File: config.mk
export PLATFORM = sky130hd
export DESIGN_NAME = pmu_cycle_counter
export DESIGN_NICKNAME = d
export VERILOG_FILES = /design/src/rtl/cc_pkg.sv /design/src/rtl/cc_access.sv /design/src/rtl/cc_prescale.sv /design/src/rtl/cc_count.sv /design/src/rtl/pmu_cycle_counter.sv
export SDC_FILE = /design/constraint.sdc
export NUM_CORES = 1
export LEC_CHECK = 0
export BUFFER_PORTS_ARGS = -buffer_cell sky130_fd_sc_hd__buf_2
export CAP_MARGIN = 40
export CORE_AREA = 2 2 100 102
export CTS_CLUSTER_DIAMETER = 100
export DETAILED_ROUTE_END_ITERATION = 12
export DIE_AREA = 0 0 102 104
export PLACE_DENSITY_LB_ADDON = 0.08
export SLEW_MARGIN = 20
export SYNTH_ARGS = -nofsm -noshare
export SYNTH_HDL_FRONTEND = slang
export SYNTH_SLANG_ARGS = --single-unit
File: constraint.sdc
create_clock -name clk -period 3.7 [get_ports clk]
set_input_delay 0.74 -clock clk [delete_from_list [all_inputs] [get_ports clk]]
set_output_delay 0.74 -clock clk [all_outputs]
set_load 0.01 [all_outputs]
File: src/rtl/cc_pkg.sv
package cc_pkg;
  localparam int CTL_W  = 6;
  localparam int B_EN   = 0;
  localparam int B_CLR  = 2;
  localparam int B_DIV  = 3;
  localparam int B_HALT = 5;
  localparam logic [CTL_W-1:0] CTL_KEEP = 6'h39;

  typedef enum logic [1:0] {
    RG_CTRL  = 2'd0,
    RG_COUNT = 2'd1,
    RG_NONE  = 2'd2
  } region_e;

  typedef struct packed {
    logic ctl_we;
    logic clr;
    logic cnt_we;
  } cmd_t;
endpackage

File: src/rtl/cc_access.sv
module cc_access
  import cc_pkg::*;
#(
  parameter int ADDR_W = 4,
  parameter int DATA_W = 32
) (
  input  logic              clk,
  input  logic              rst_n,
  input  logic              req_valid,
  input  logic              req_write,
  input  logic [ADDR_W-1:0] req_addr,
  input  logic [DATA_W-1:0] req_wdata,
  input  logic              req_priv,
  input  logic              user_en,
  input  logic [CTL_W-1:0]  ctl_q,
  input  logic [DATA_W-1:0] cnt_q,
  output cmd_t              cmd,
  output logic              rsp_valid,
  output logic [DATA_W-1:0] rsp_rdata,
  output logic              rsp_err
);
  localparam logic [ADDR_W-1:0] ADDR_CTRL = ADDR_W'(0);
  localparam logic [ADDR_W-1:0] ADDR_CNT  = ADDR_W'(1);

  region_e           rg;
  logic              allow;
  logic              fire;
  logic [DATA_W-1:0] rd_next;

  always_comb begin
    if (req_addr == ADDR_CTRL)     rg = RG_CTRL;
    else if (req_addr == ADDR_CNT) rg = RG_COUNT;
    else                           rg = RG_NONE;

    case (rg)
      RG_CTRL:  allow = req_priv | user_en;
      RG_COUNT: allow = req_priv;
      default:  allow = 1'b0;
    endcase

    fire       = req_valid & allow;
    cmd.ctl_we = fire & req_write & (rg == RG_CTRL);
    cmd.clr    = cmd.ctl_we & req_wdata[B_CLR];
    cmd.cnt_we = fire & req_write & (rg == RG_COUNT);

    rd_next = '0;
    if (fire && !req_write) begin
      if (rg == RG_CTRL) rd_next = {{(DATA_W-CTL_W){1'b0}}, ctl_q};
      else               rd_next = cnt_q;
    end
  end

  always_ff @(posedge clk) begin
    if (!rst_n) begin
      rsp_valid <= 1'b0;
      rsp_err   <= 1'b0;
      rsp_rdata <= '0;
    end else begin
      rsp_valid <= req_valid;
      rsp_err   <= req_valid & ~allow;
      rsp_rdata <= rd_next;
    end
  end

  AST_RSP_NEXT: assert property (@(posedge clk) disable iff (!rst_n)
    req_valid |=> rsp_valid);
  AST_CNT_USER_DENY: assert property (@(posedge clk) disable iff (!rst_n)
    req_valid && !req_priv && req_addr == ADDR_CNT |=> rsp_err && rsp_rdata == '0);
  AST_CTRL_USER_DENY: assert property (@(posedge clk) disable iff (!rst_n)
    req_valid && !req_priv && !user_en && req_addr == ADDR_CTRL |=> rsp_err);
endmodule

File: src/rtl/cc_prescale.sv
module cc_prescale #(
  parameter int PRE_W = 6
) (
  input  logic clk,
  input  logic rst_n,
  input  logic adv,
  input  logic clr,
  output logic tick
);
  generate
    if (PRE_W == 0) begin : g_nodiv
      assign tick = adv;
    end else begin : g_div
      logic [PRE_W-1:0] pre_q;

      assign tick = adv & (&pre_q);

      always_ff @(posedge clk) begin
        if (!rst_n)   pre_q <= '0;
        else if (clr) pre_q <= '0;
        else if (adv) pre_q <= pre_q + 1'b1;
      end

      AST_PRE_HOLD: assert property (@(posedge clk) disable iff (!rst_n)
        !adv && !clr |=> $stable(pre_q));
      AST_PRE_CLEAR: assert property (@(posedge clk) disable iff (!rst_n)
        clr |=> pre_q == '0);
    end
  endgenerate
endmodule

File: src/rtl/cc_count.sv
module cc_count #(
  parameter int CNT_W = 32
) (
  input  logic             clk,
  input  logic             rst_n,
  input  logic             clr,
  input  logic             load,
  input  logic [CNT_W-1:0] load_val,
  input  logic             step,
  output logic [CNT_W-1:0] cnt_q
);
  always_ff @(posedge clk) begin
    if (!rst_n)    cnt_q <= '0;
    else if (clr)  cnt_q <= '0;
    else if (load) cnt_q <= load_val;
    else if (step) cnt_q <= cnt_q + 1'b1;
  end

  AST_CLEAR_ZERO: assert property (@(posedge clk) disable iff (!rst_n)
    clr |=> cnt_q == '0);
  AST_LOAD_VALUE: assert property (@(posedge clk) disable iff (!rst_n)
    load && !clr |=> cnt_q == $past(load_val));
  AST_STEP_ONE: assert property (@(posedge clk) disable iff (!rst_n)
    step && !clr && !load |=> cnt_q == $past(cnt_q) + 1'b1);
  AST_WRAP_ZERO: assert property (@(posedge clk) disable iff (!rst_n)
    step && !clr && !load && (&cnt_q) |=> cnt_q == '0);
  AST_IDLE_HOLD: assert property (@(posedge clk) disable iff (!rst_n)
    !step && !clr && !load |=> $stable(cnt_q));
endmodule

File: src/rtl/pmu_cycle_counter.sv
module pmu_cycle_counter
  import cc_pkg::*;
#(
  parameter int CNT_W  = 32,
  parameter int ADDR_W = 4,
  parameter int PRE_W  = 6
) (
  input  logic              clk,
  input  logic              rst_n,
  input  logic              req_valid,
  input  logic              req_write,
  input  logic [ADDR_W-1:0] req_addr,
  input  logic [CNT_W-1:0]  req_wdata,
  input  logic              req_priv,
  input  logic              user_en,
  output logic              rsp_valid,
  output logic [CNT_W-1:0]  rsp_rdata,
  output logic              rsp_err
);
  cmd_t             cmd;
  logic [CTL_W-1:0] ctl_q;
  logic [CNT_W-1:0] cnt_q;
  logic             counting;
  logic             divided;
  logic             pre_tick;
  logic             step;

  always_ff @(posedge clk) begin
    if (!rst_n)          ctl_q <= '0;
    else if (cmd.ctl_we) ctl_q <= req_wdata[CTL_W-1:0] & CTL_KEEP;
  end

  assign counting = ctl_q[B_EN] & ~ctl_q[B_HALT];
  assign divided  = ctl_q[B_DIV];
  assign step     = counting & (~divided | pre_tick);

  cc_access #(.ADDR_W(ADDR_W), .DATA_W(CNT_W)) u_access (
    .clk       (clk),
    .rst_n     (rst_n),
    .req_valid (req_valid),
    .req_write (req_write),
    .req_addr  (req_addr),
    .req_wdata (req_wdata),
    .req_priv  (req_priv),
    .user_en   (user_en),
    .ctl_q     (ctl_q),
    .cnt_q     (cnt_q),
    .cmd       (cmd),
    .rsp_valid (rsp_valid),
    .rsp_rdata (rsp_rdata),
    .rsp_err   (rsp_err)
  );

  cc_prescale #(.PRE_W(PRE_W)) u_prescale (
    .clk   (clk),
    .rst_n (rst_n),
    .adv   (counting & divided),
    .clr   (cmd.clr),
    .tick  (pre_tick)
  );

  cc_count #(.CNT_W(CNT_W)) u_count (
    .clk      (clk),
    .rst_n    (rst_n),
    .clr      (cmd.clr),
    .load     (cmd.cnt_we),
    .load_val (req_wdata),
    .step     (step),
    .cnt_q    (cnt_q)
  );

  AST_CTRL_RSV_ZERO: assert property (@(posedge clk) disable iff (!rst_n)
    (ctl_q & ~CTL_KEEP) == '0);
  AST_CTRL_DENY_KEEP: assert property (@(posedge clk) disable iff (!rst_n)
    req_valid && req_write && req_addr == ADDR_W'(0) && !req_priv && !user_en
    |=> $stable(ctl_q));
  AST_FREEZE_HOLD: assert property (@(posedge clk) disable iff (!rst_n)
    ctl_q[B_HALT] && !cmd.clr && !cmd.cnt_we |=> $stable(cnt_q));
endmodule

==> summary.txt <==
Pwr
  • Leak Pwr: 1.50 nW
  • Switch share: 21.3%
  • Cell internal pwr: 1.30 mW
  • Sw Pwr: 0.351 mW
  • Relative contribution of the clock network to total power: 46.5%
  • Largest voltage drop on the vdd net: 0.162 mV
  • Cell Pwr Density: 431 nW/um^2
  • Combinational power share: 3.5%
  • Fraction of power consumed by sequential logic: 50.0%

Global routing
  • Pin count of the biggest net entering global routing: 65
  • Total routing resource utilization after global routing: 14.3%
  • Number of antenna violations at the first check in global routing: 0
  • Total congestion overflow: 0
  • Global-route wire length before repair: 11.9 mm
  • Vias in the first global route: 2,472

Final layout
  • Layout net count: 453
  • Commonest non-fill, non-tap cell in the layout: sky130_fd_sc_hd__dfxtp_1
  • Area Overhead vs Synth: 25.1%
  • Antenna cell count: 0
  • Number of standard cells in the layout, taps in and fillers out: 547
  • Share of cells above drive strength 1: 24.6%
  • Leading cell types in the layout, fill and taps excluded: 76 x sky130_fd_sc_hd__dfxtp_1, 75 x sky130_fd_sc_hd__buf_2, 30 x sky130_fd_sc_hd__o21ai_0

Worst setup path
  • Maximum fanout along the worst path: 8
  • Cell with the largest stage delay on the worst path: sky130_fd_sc_hd__o21ai_0
  • Largest incremental delay on the critical path: 490 ps
  • Number of buffers and inverters on the critical path: 0
  • Data arrival time of the critical path: 2530 ps
  • CP Data Required Time: 3910 ps
  • Kind of start point of the critical path: flop
  • Kind of cell adding the most delay to the critical path: simple AND/OR/NAND/NOR gates
  • Crit path kind: reg -> reg
  • Critical-path cell list: ha_1 > nand3_1 > o21ai_0 > nand4_2 > nor4_1 > xnor2_1 > a21oi_1
  • Nature of the critical path endpoint: flop

Timing
  • Final count of negative-setup-slack endpoints: 0
  • Clock tree skew after final layout: 10.1 ps
  • Tightest slew margin relative to the limit: 51.7%
  • Final slew viol count: 0
  • Worst-Margin Slew: 723 ps
  • Final Hold Vio Count: 0
  • Total Neg Setup Slack: 0 ps
  • Maximum operating frequency: 0.432 GHz
  • Share of the cycle needed by the critical path after routing: 62.5%
  • Setup repair after global routing missed its margin: no
  • Min Tclk post-route: 2310 ps

Floorplanning
  • Die area: 10,600 sq um
  • Standard-cell rows: 36
  • Core Area: 9550 sq um
  • Vertical extent of the die: 104 microns
  • Number of top-level pins: 76
  • Die X-Extent: 102 microns
  • Effective utilization at floorplan: 32.0%

Logic synthesis
  • EDFF count, synth: 0
  • Compound-Gate Fraction of Synth Area: 11.3%
  • Xor-xnor portion of the synthesized cell area: 10.0%
  • Sequential share of the synthesized area: 49.7%
  • Cell area after synthesis: 3060 sq um
  • Multiplexer fraction of the synthesized cell area: 2.94%
  • Number of distinct standard cells referenced by the synthesized netlist: 34
  • Share of Yosys cell area claimed by the top area cell type: 49.7%
  • Syn nets: 376
  • Fraction of registers with async set or reset after synthesis: 0%
  • Prevailing post-synth register cell: sky130_fd_sc_hd__dfxtp_1
  • Post-Synth Simple-Gate Area: 22.6%
  • Instance count of the mapped netlist: 332
  • Adder-Cell Fraction of Synth Area: 0.818%
  • Synth Register Bits: 76
  • Cell taking the most area after synthesis: sky130_fd_sc_hd__dfxtp_1
  • Yosys warning count: 0
  • Cell types with the largest area share after synthesis: sky130_fd_sc_hd__dfxtp_1 50%, sky130_fd_sc_hd__xnor2_1 5.4%, sky130_fd_sc_hd__and2_1 5.3%
  • Main combinational cell family by area after synthesis: simple AND/OR/NAND/NOR gates
  • Syn Area/Cell: 9.21 sq um

Clock tree
  • Post-CTS Hold Buffers: 0
  • Cts repair resizes: 0
  • Clock buffer depth: 2
  • Inserted Clock Buffers: 9
  • Htree depth: 3
  • Number of setup buffers added after CTS: 0
  • Worst-path clk slew: 80 ps
  • Clock network latency to the later pin of the worst-skew pair: 350 ps
  • Clk sinks: 76
  • Clock tree root buffer cell: sky130_fd_sc_hd__clkbuf_8
  • CTS tree: yes

Drt
  • Drt first pass iters: 4
  • Average detailed-routed wire length per instance: 13.4 microns
  • Drt total wl: 7.31 mm
  • Antenna Nets Post-Route: 0
  • DRC marker count from the first detailed-route iteration: 35
  • Number of vias per cell: 4.68
  • Vias after detailed routing: 2,558
  • DRC viols: 0

Worst hold path
  • Hold/Removal Path Class: reg -> reg

Placed design
  • Cells after DPL: 531
  • Final HPWL DP: 5.02 mm
  • Buffers added on ports: 75
  • Gp weighted congestion: 0.723

Status
  • Result of the run: finished clean

Run
  • Max Cap Violations: 0
[metrics by stage]
stage / area, sq um / utilization (%) / hold slack (ps) / worst slack (ps) / total power, mW
2_1_floorplan: 3060 / - / 447 / 1490 / 0.866
3_3_place_gp: 3580 / 37.5 / 465 / 996 / 0.901
3_5_place_dp: 3590 / 37.6 / 471 / 1100 / 0.902
4_1_cts: 3830 / 40.1 / 482 / 1400 / 1.67
5_1_grt: 3830 / 40.1 / 516 / 1270 / 1.71
6_report: 3830 / 40.1 / 481 / 1390 / 1.65
[cell families after synthesis]
logic type               Yosys count
multiplexers                       9
buffers and inverters             19
AO/OA/AOI/OAI                     66
adder cells (fa/ha/maj)            2
XOR/XNOR                          35
flip-flops                        76
AND/OR/NAND/NOR                  125
[area by class of cell]
class	instances	area [sq um]
fill	1001	5720
tap	133	166
inverter	6	22.5
timing repair buffer	79	405
clock inverter	6	113
sequential	76	1520
clock buffer	10	128
multi-input combinational	237	1470
[synth_stat cells (all sizes together), types with 5 or more instances]
cell type and number:
o21ai 32, nand2 16, nor2b 6, xnor2 19, clkbuf 12, mux2i 9, a21oi 29, inv 6
nor2 25, xor2 16, nor3 12, nand3 15, and3 5, nand4 10, and2 26, dfxtp 76
[worst register-to-register path, delay by kind of cell (launching register included)]
| kind | cells | cell delay [ps] |
|---|---|---|
| AND/OR/NAND/NOR | 3 | 880 |
| AO/OA/AOI/OAI | 2 | 570 |
| flip-flops | 1 | 370 |
| adder cells (fa/ha/maj) | 1 | 200 |
| XOR/XNOR | 1 | 160 |
[sequential cells by signal (all words and copies together), names as in the netlist]
name                    cells
u_access.rsp_rdata         32
u_count.cnt_q              32
u_prescale.g_div.pre_q      6
ctl_q                       4
u_access.rsp_err            1
u_access.rsp_valid          1
[routing by layer]
layer,GRT usage (%),up-vias,routed length [microns]
met2,23.5,56,3360
li1,-,1291,-
met1,17.9,1200,3470
met5,0,-,0
met3,2.96,11,359
met4,6.00,0,115
[power groups by stage]
stage	Sequential (mW)	Combinational (mW)	Clock, mW
2_1_floorplan	0.844	0.0220	0
3_3_place_gp	0.844	0.0572	0
3_5_place_dp	0.844	0.0579	0
4_1_cts	0.825	0.0581	0.785
5_1_grt	0.825	0.0641	0.816
6_report	0.825	0.0569	0.767
[worst paths after layout]
check | slack (ps) | to | start | depth (start not counted)
setup reg to reg | 1390 | u_count.cnt_q[31] | u_prescale.g_div.pre_q[0] | 7
setup / recovery | 1390 | u_count.cnt_q[31] | u_prescale.g_div.pre_q[0] | 7
hold reg to reg | 480 | u_prescale.g_div.pre_q[1] | u_prescale.g_div.pre_q[1] | 2
hold / removal | 480 | u_prescale.g_div.pre_q[1] | u_prescale.g_div.pre_q[1] | 2
Note: power is estimated with default switching activity, not from simulation.
